### config.mk
export PLATFORM = sky130hd
export DESIGN_NAME = ocs_skip_seq
export DESIGN_NICKNAME = d
export VERILOG_FILES = /design/src/rtl/ocs_pkg.sv /design/src/rtl/ocs_strobe_qual.sv /design/src/rtl/ocs_cycle_cnt.sv /design/src/rtl/ocs_skip_seq.sv
export SDC_FILE = /design/constraint.sdc
export NUM_CORES = 1
export LEC_CHECK = 0
export ABC_AREA = 1
export BUFFER_PORTS_ARGS = -buffer_cell sky130_fd_sc_hd__buf_4
export CORE_AREA = 2 2 39 41
export CTS_BUF_LIST = sky130_fd_sc_hd__clkbuf_8
export CTS_CLUSTER_SIZE = 24
export DETAILED_ROUTE_END_ITERATION = 8
export DIE_AREA = 0 0 41 43
export GPL_TIMING_DRIVEN = 0
export HOLD_SLACK_MARGIN = 0.1
export REMOVE_ABC_BUFFERS = 1
export SKIP_CTS_REPAIR_TIMING = 1
export SLEW_MARGIN = 10
export SYNTH_ARGS = -nofsm -noshare
export SYNTH_HDL_FRONTEND = slang
export SYNTH_SLANG_ARGS = --single-unit
### constraint.sdc
create_clock -name clk -period 2.6 [get_ports clk]
set_input_delay 0.52 -clock clk [delete_from_list [all_inputs] [get_ports clk]]
set_output_delay 0.52 -clock clk [all_outputs]
set_load 0.05 [all_outputs]
### src/rtl/ocs_pkg.sv
package ocs_pkg;
    typedef enum logic [1:0] {
        ST_RUN   = 2'd0,
        ST_SKIP  = 2'd1,
        ST_PROBE = 2'd2,
        ST_LATCH = 2'd3
    } ocs_state_e;
endpackage

### src/rtl/ocs_strobe_qual.sv
module ocs_strobe_qual (
    input  logic enable,
    input  logic cyc_start,
    input  logic ilim_flag,
    output logic sample,
    output logic hit
);
    always_comb begin
        sample = enable & cyc_start;
        hit    = enable & cyc_start & ilim_flag;
    end
endmodule

### src/rtl/ocs_cycle_cnt.sv
module ocs_cycle_cnt #(
    parameter int W = 4
) (
    input  logic         clk,
    input  logic         rst_n,
    input  logic         clr,
    input  logic         step,
    output logic [W-1:0] cnt_q
);
    logic [W-1:0] cnt_d;

    always_comb begin
        if (clr)
            cnt_d = step ? W'(1) : '0;
        else if (step)
            cnt_d = cnt_q + W'(1);
        else
            cnt_d = cnt_q;
    end

    always_ff @(posedge clk or negedge rst_n) begin
        if (!rst_n) cnt_q <= '0;
        else        cnt_q <= cnt_d;
    end
endmodule

### src/rtl/ocs_skip_seq.sv
module ocs_skip_seq #(
    parameter int SKIP_N  = 8,
    parameter int PROBE_N = 8
) (
    input  logic clk,
    input  logic rst_n,
    input  logic enable,
    input  logic cyc_start,
    input  logic ilim_flag,
    output logic hs_inhibit,
    output logic oc_latched,
    output logic pg_low_req
);
    import ocs_pkg::*;

    localparam int WIN_MAX = (SKIP_N > PROBE_N) ? SKIP_N : PROBE_N;
    localparam int CW      = $clog2(WIN_MAX + 1);

    typedef struct packed {
        ocs_state_e st;
        logic       inh;
        logic       lat;
    } ocs_regs_t;

    ocs_regs_t r_d, r_q;
    logic      sample, hit;
    logic      cnt_clr, cnt_step;
    logic [CW-1:0] cnt_q;

    ocs_strobe_qual u_qual (
        .enable    (enable),
        .cyc_start (cyc_start),
        .ilim_flag (ilim_flag),
        .sample    (sample),
        .hit       (hit)
    );

    ocs_cycle_cnt #(.W(CW)) u_cnt (
        .clk   (clk),
        .rst_n (rst_n),
        .clr   (cnt_clr),
        .step  (cnt_step),
        .cnt_q (cnt_q)
    );

    always_comb begin
        r_d      = r_q;
        cnt_clr  = 1'b0;
        cnt_step = 1'b0;
        if (!enable) begin
            r_d.st  = ST_RUN;
            cnt_clr = 1'b1;
        end else begin
            case (r_q.st)
                ST_RUN: begin
                    if (hit) begin
                        r_d.st  = ST_SKIP;
                        cnt_clr = 1'b1;
                    end
                end
                ST_SKIP: begin
                    if (sample) begin
                        if (cnt_q == CW'(SKIP_N)) begin
                            if (ilim_flag) begin
                                r_d.st = ST_LATCH;
                            end else begin
                                r_d.st   = ST_PROBE;
                                cnt_clr  = 1'b1;
                                cnt_step = 1'b1;
                            end
                        end else begin
                            cnt_step = 1'b1;
                        end
                    end
                end
                ST_PROBE: begin
                    if (sample) begin
                        if (ilim_flag) begin
                            r_d.st = ST_LATCH;
                        end else if (cnt_q == CW'(PROBE_N - 1)) begin
                            r_d.st  = ST_RUN;
                            cnt_clr = 1'b1;
                        end else begin
                            cnt_step = 1'b1;
                        end
                    end
                end
                default: r_d.st = ST_LATCH;
            endcase
        end
        r_d.inh = (r_d.st == ST_SKIP) || (r_d.st == ST_LATCH);
        r_d.lat = (r_d.st == ST_LATCH);
    end

    always_ff @(posedge clk or negedge rst_n) begin
        if (!rst_n) r_q <= '{st: ST_RUN, inh: 1'b0, lat: 1'b0};
        else        r_q <= r_d;
    end

    assign hs_inhibit = r_q.inh;
    assign oc_latched = r_q.lat;
    assign pg_low_req = r_q.lat;

    AST_TRIP_INHIBITS: assert property (@(posedge clk) disable iff (!rst_n)
        (enable && cyc_start && ilim_flag && r_q.st == ST_RUN) |=> hs_inhibit);
    AST_CNT_RANGE: assert property (@(posedge clk) disable iff (!rst_n)
        cnt_q <= CW'(WIN_MAX));
    AST_LATCH_CAUSE: assert property (@(posedge clk) disable iff (!rst_n)
        $rose(oc_latched) |-> $past(cyc_start && ilim_flag && enable));
    AST_LATCH_HOLDS: assert property (@(posedge clk) disable iff (!rst_n)
        (oc_latched && enable) |=> (oc_latched && hs_inhibit));
    AST_DISABLE_CLEARS: assert property (@(posedge clk) disable iff (!rst_n)
        !enable |=> (!oc_latched && !hs_inhibit));
    AST_MIDCYCLE_QUIET: assert property (@(posedge clk) disable iff (!rst_n)
        (enable && !cyc_start) |=> $stable({hs_inhibit, oc_latched}));
endmodule

Word level (Yosys, flattened, before mapping)
Cells that the tools add are included.
{ "totals": {"ff_bits": 8, "output_inout_bits": 3, "wordCells": 44} }
{ "op_classes": {"add_sub_neg": 1, "eq_ne": 6, "n_mux": 28, "bitwise": 2, "n_reduce_logical": 3} }
{ "op_table": {"columns": ["op", "n"], "rows": [
  ["$mux W1", 16],
  ["$mux W2", 7],
  ["$mux W4", 2],
  ["$pmux W2 S3", 1],
  ["$add A4 B1 Y4 const B", 1],
  ["$eq A2 B1 Y1 const B", 2],
  ["$eq A2 B2 Y1 const B", 2],
  ["$eq A4 B3 Y1 const B", 1],
  ["$eq A4 B4 Y1 const B", 1],
  ["$pmux W1 S3", 1],
  ["$and A1 B1 Y1", 2],
  ["$logic_not A2 Y1", 1],
  ["$pmux W1 S2", 1],
  ["$reduce_bool A2 Y1", 1],
  ["$logic_or A1 B1 Y1", 1]
]} }

Logic depth before layout (Yosys ltp)
{ "logic_depth": {"depth_word": 8, "ltp_mapped": 13, "depth_no_buf": 13} }

By module
From an unflattened synthesis, not the netlist that was laid out.
{ "hier_totals": {"cells_unflattened": 87, "area_unflattened_um2": 585.6} }
{ "by_module_without_submodules": {"columns": ["module", "instances", "cells_each", "area_per_inst_um2", "seq_area_each_um2"], "rows": [
  ["ocs_skip_seq", 1, 60, 372.9, 75.1],
  ["ocs_cycle_cnt", 1, 23, 195.2, 100.1],
  ["ocs_strobe_qual", 1, 4, 17.5, 0.0]
]} }

Worst setup path after synthesis
Ideal clock, no wire load.
{ "synth_path": {"path_type": "register -> register", "from": "reg r_q[2] (netlist bit)", "to": "reg u_cnt.cnt_q[3]", "t_arrival_ps": 1719, "setup_slack_ps": 761, "stages_incl_launch_ff": 10, "n_path_buf": 0, "synth_period_minus_slack_ps": 1839, "cell_sequence": "dfrtp_1 -> inv_1 -> ha_1 -> inv_1 -> nor2_2 -> o21ai_1 -> a21oi_2 -> nand2_2 -> nor2_1 -> nor3b_2"} }
{ "synth_between": {"elab_chain_len": 4, "word_cells_on_any_way": 9, "cone_classes": "eq/ne (2); mux (5); reduce/logical (2)"} }
{ "synth_rtl": {"columns": ["item", "line", "source"], "rows": [
  ["from (decl)", "ocs_skip_seq.sv:25", "ocs_regs_t r_d, r_q;"],
  ["from (signal assigned)", "ocs_skip_seq.sv:96", "if (!rst_n) r_q <= '{st: ST_RUN, inh: 1'b0, lat: 1'b0};"],
  ["from (signal assigned)", "ocs_skip_seq.sv:97", "else r_q <= r_d;"],
  ["$eq A2 B2 Y1 (tied with other cells)", "ocs_skip_seq.sv:54", "case (r_q.st)"],
  ["$pmux W1 S3 or $pmux W1 S2 (tied branches)", "ocs_skip_seq.sv:54", null],
  ["$mux W1", "ocs_skip_seq.sv:50", "if (!enable) begin"],
  ["$mux W4 or $reduce_bool A2 Y1 (tied branches)", null, null],
  ["to (signal assigned)", "ocs_cycle_cnt.sv:23", "else cnt_q <= cnt_d;"],
  ["to (decl)", "ocs_cycle_cnt.sv:8", "output logic [W-1:0] cnt_q"]
]} }
Parallel ways exist; a longest one is shown, timed or not.
A chain may end at the register's enable or synchronous reset.

Worst setup path in the final report
{ "layout_path": {"from": "reg r_q[2] (netlist bit)", "to": "reg u_cnt.cnt_q[0]"} }
{ "layout_between": {"elab_chain_len": 5, "word_cells_on_any_way": 10, "cone_classes": "eq/ne (2); mux (6); reduce/logical (2)"} }
{ "layout_rtl": {"columns": ["item", "line", "source"], "rows": [
  ["$eq A2 B2 Y1 or $eq A2 B1 Y1 (tied branches)", "ocs_skip_seq.sv:54", null],
  ["$pmux W1 S2", "ocs_skip_seq.sv:54", null],
  ["$mux W1", "ocs_skip_seq.sv:50", null],
  ["$mux W1", "ocs_cycle_cnt.sv:14", "cnt_d = step ? W'(1) : '0;"],
  ["$mux W4", "ocs_cycle_cnt.sv:13", "if (clr)"]
]} }
Parallel ways exist; a longest one is shown, timed or not.

==> flow_summary.toml <==
[synth]
avgSynthCellArea_um2 = 6.90
synth_top_area_share = 0.302
synthTopCellsByCount = "nand2_1 (22), inv_1 (16), dfrtp_1 (7), nor2_1 (7), ha_1 (6)"
synth.distinct_cells = 19
syn_area_um2 = 579
synth-edff-count = 0
synth_area_leaders = "dfrtp_1 (30%), nand2_1 (14%), ha_1 (13%)"
yosys.area.top_type = "dfrtp_1"
yosysMostFrequentCell = "nand2_1"
yosysSeqAreaShare = 0.302
synth_warnings = 0
async_flop_share = 1.00
synth_top_flop_cell = "dfrtp_1"
postSynthCellCount = 84
synth-seq-cells = 7

[worst_setup_path]
cp_slowest_cell = "dfrtp_1"
slowest_delay_ps = 400
crit_type = "reg -> reg"
critPathRequiredTime_ps = 2710
cp_top_family = "compound AO/OA/AOI/OAI gates"
worst-path-buf-inv = 3
r2r-end = "u_cnt.cnt_q[0]"
path_cells = "inv_1 -> ha_1 -> inv_1 -> o21ai_0 -> a21oi_2 -> nand4_1 -> nand2_1 -> inv_1"
critPathCaptureType = "register"
r2r_start = "r_q[2]"
cp.arrival_ps = 1780
startpoint_type = "register"
rrSetupSlack_ps = 940
cp_common_cell = "inv_1"
worst-path-stages = 8
rr_worst_depth = 8
cp_max_fo = 5

[finish]
layout.nets = 106
drive_gt1_frac = 0.191
antenna_cells = 0
area_delta_synth_final_pct = 19.0
final_core_util = 0.498

[timing]
fmax_mhz = 601
post-route-period-util = 0.640
rsz0062_at_grt = "false"
clock_skew_ps = 0.255
fin_ws_ps = 936
slew_violations = 0
setup_viol = 0
worst_pin_slew_ps = 296
timing.slew.headroom = 0.801
hold_viol = 0
hold_slack_ps = 103
tns_ps = 0
period_minus_slack_ps = 1660

[clocking]
ctsRootBufferMaster = "clkbuf_8"
cts_tree = "built"
path_clk_slew_ps = 40
clock_latency_ps = 220
cts-buffers-inserted = 3
ctsHtreeMaxLevel = 1
clock-sinks = 7
cts_buffer_depth = 2

[detailed_routing]
drtAntennaViolNets = 0
wl_per_cell_um = 9.91
via_per_inst = 4.79
top_layer = "met3"
first_pass_iters = 4
wl_met2_um = 527
drc = 0
met1_length_um = 536
wl_met3_um = 26
drt_iter0_drc = 15
wl_um = 1090
vias = 527

[min_path]
hold_path.class = "in -> async"

[die]
die_area_um2 = 1760
fp.dieH_um = 43
initial_core_util = 0.419
num_rows = 14
die_x_um = 41
ios = 8
coreArea_um2 = 1380

[pwr]
power.total_w = 0.000290
p_per_area_nw_per_um2 = 421
p_leak_nw = 0.369
ir_worst_vdd_v = 0.000388

[run]
timing.max_cap.violations = 0

[grt]
grt_usage = 0.158
grt_pass1_vias = 486
grt_pass1_wl_um = 1930
grt_remaining_overflow = 0
antenna_found_initial = 0
grt_start_max_net_pins = 8

[run_status]
outcome = "finished clean"

[placed_design]
place_ws_ps = 946
portBuffers = 7
gp_congestion = 0.729
place_hpwl_um = 895
[worst max path at each step]
stage | end | from
floorplan | u_cnt.cnt_q[3] | r_q[2]
global placement | u_cnt.cnt_q[3] | r_q[2]
detailed placement | u_cnt.cnt_q[3] | r_q[2]
CTS | u_cnt.cnt_q[0] | r_q[2]
global route | r_q[2] | u_cnt.cnt_q[0]
finish | u_cnt.cnt_q[0] | r_q[2]
[layout make-up]
class	instances	area, µm²
inverter	16	60.1
clock inverter	1	3.75
fill	140	694
multi-input combinational	60	337
clock buffer	3	41.3
tap	16	20.0
sequential	7	175
timing repair buffer	7	52.6
[cell families after synthesis]
group           after synthesis  synth area share
compound gates               13             0.125
fa+ha+maj                     6             0.130
buf+inv                      17             0.117
flops                         7             0.302
simple gates                 41             0.326
[through the flow]
stage          instances  cell area, µm²
2_1_floorplan         83             572
3_3_place_gp         106             644
3_5_place_dp         106             644
4_1_cts              110             689
5_1_grt              110             689
6_report             110             689
[routing by layer]
metal,vias up,GRT usage
met2,8,0.225
met3,0,0.0314
li1,280,-
met1,239,0.227
met4,0,0.0600
met5,-,0
[power breakdown]
part / switching [W] / leakage (nW) / internal [W]
Sequential: 0.00000198 / 0.0973 / 0.000111
Clock: 0.0000428 / 0.0269 / 0.000102
Combinational: 0.0000210 / 0.245 / 0.0000116
Total: 0.0000658 / 0.369 / 0.000224
[registers in the layout (all words and copies together), names as in the netlist]
| signal | flops |
|---|---|
| r_q | 2 |
| oc_latched | 1 |
| u_cnt.cnt_q | 4 |
[worst register-to-register path, stage by stage (launching register included)]
cell and delay (ps):
dfrtp_1 400, inv_1 100, ha_1 240, inv_1 120
o21ai_0 150, a21oi_2 260, nand4_1 140, nand2_1 100
inv_1 40
[cells in the final DEF, fill, tap and decap left out]
master,netlist,layout
nor3b_2,1,1
a21oi_1,4,4
inv_1,16,17
o21ai_1,2,2
buf_4,1,7
nand2_2,3,3
nand3_1,3,3
dfrtp_1,7,7
o21ai_2,1,1
o21ai_0,5,5
nand2_1,22,22
or2_0,1,1
nor2_1,7,7
nor2_2,1,1
nand3_2,1,1
ha_1,6,6
nand4_1,1,1
a21oi_2,1,1
nor3_1,1,1
clkbuf_8,0,3
Note: power is estimated with default switching activity, not from simulation.
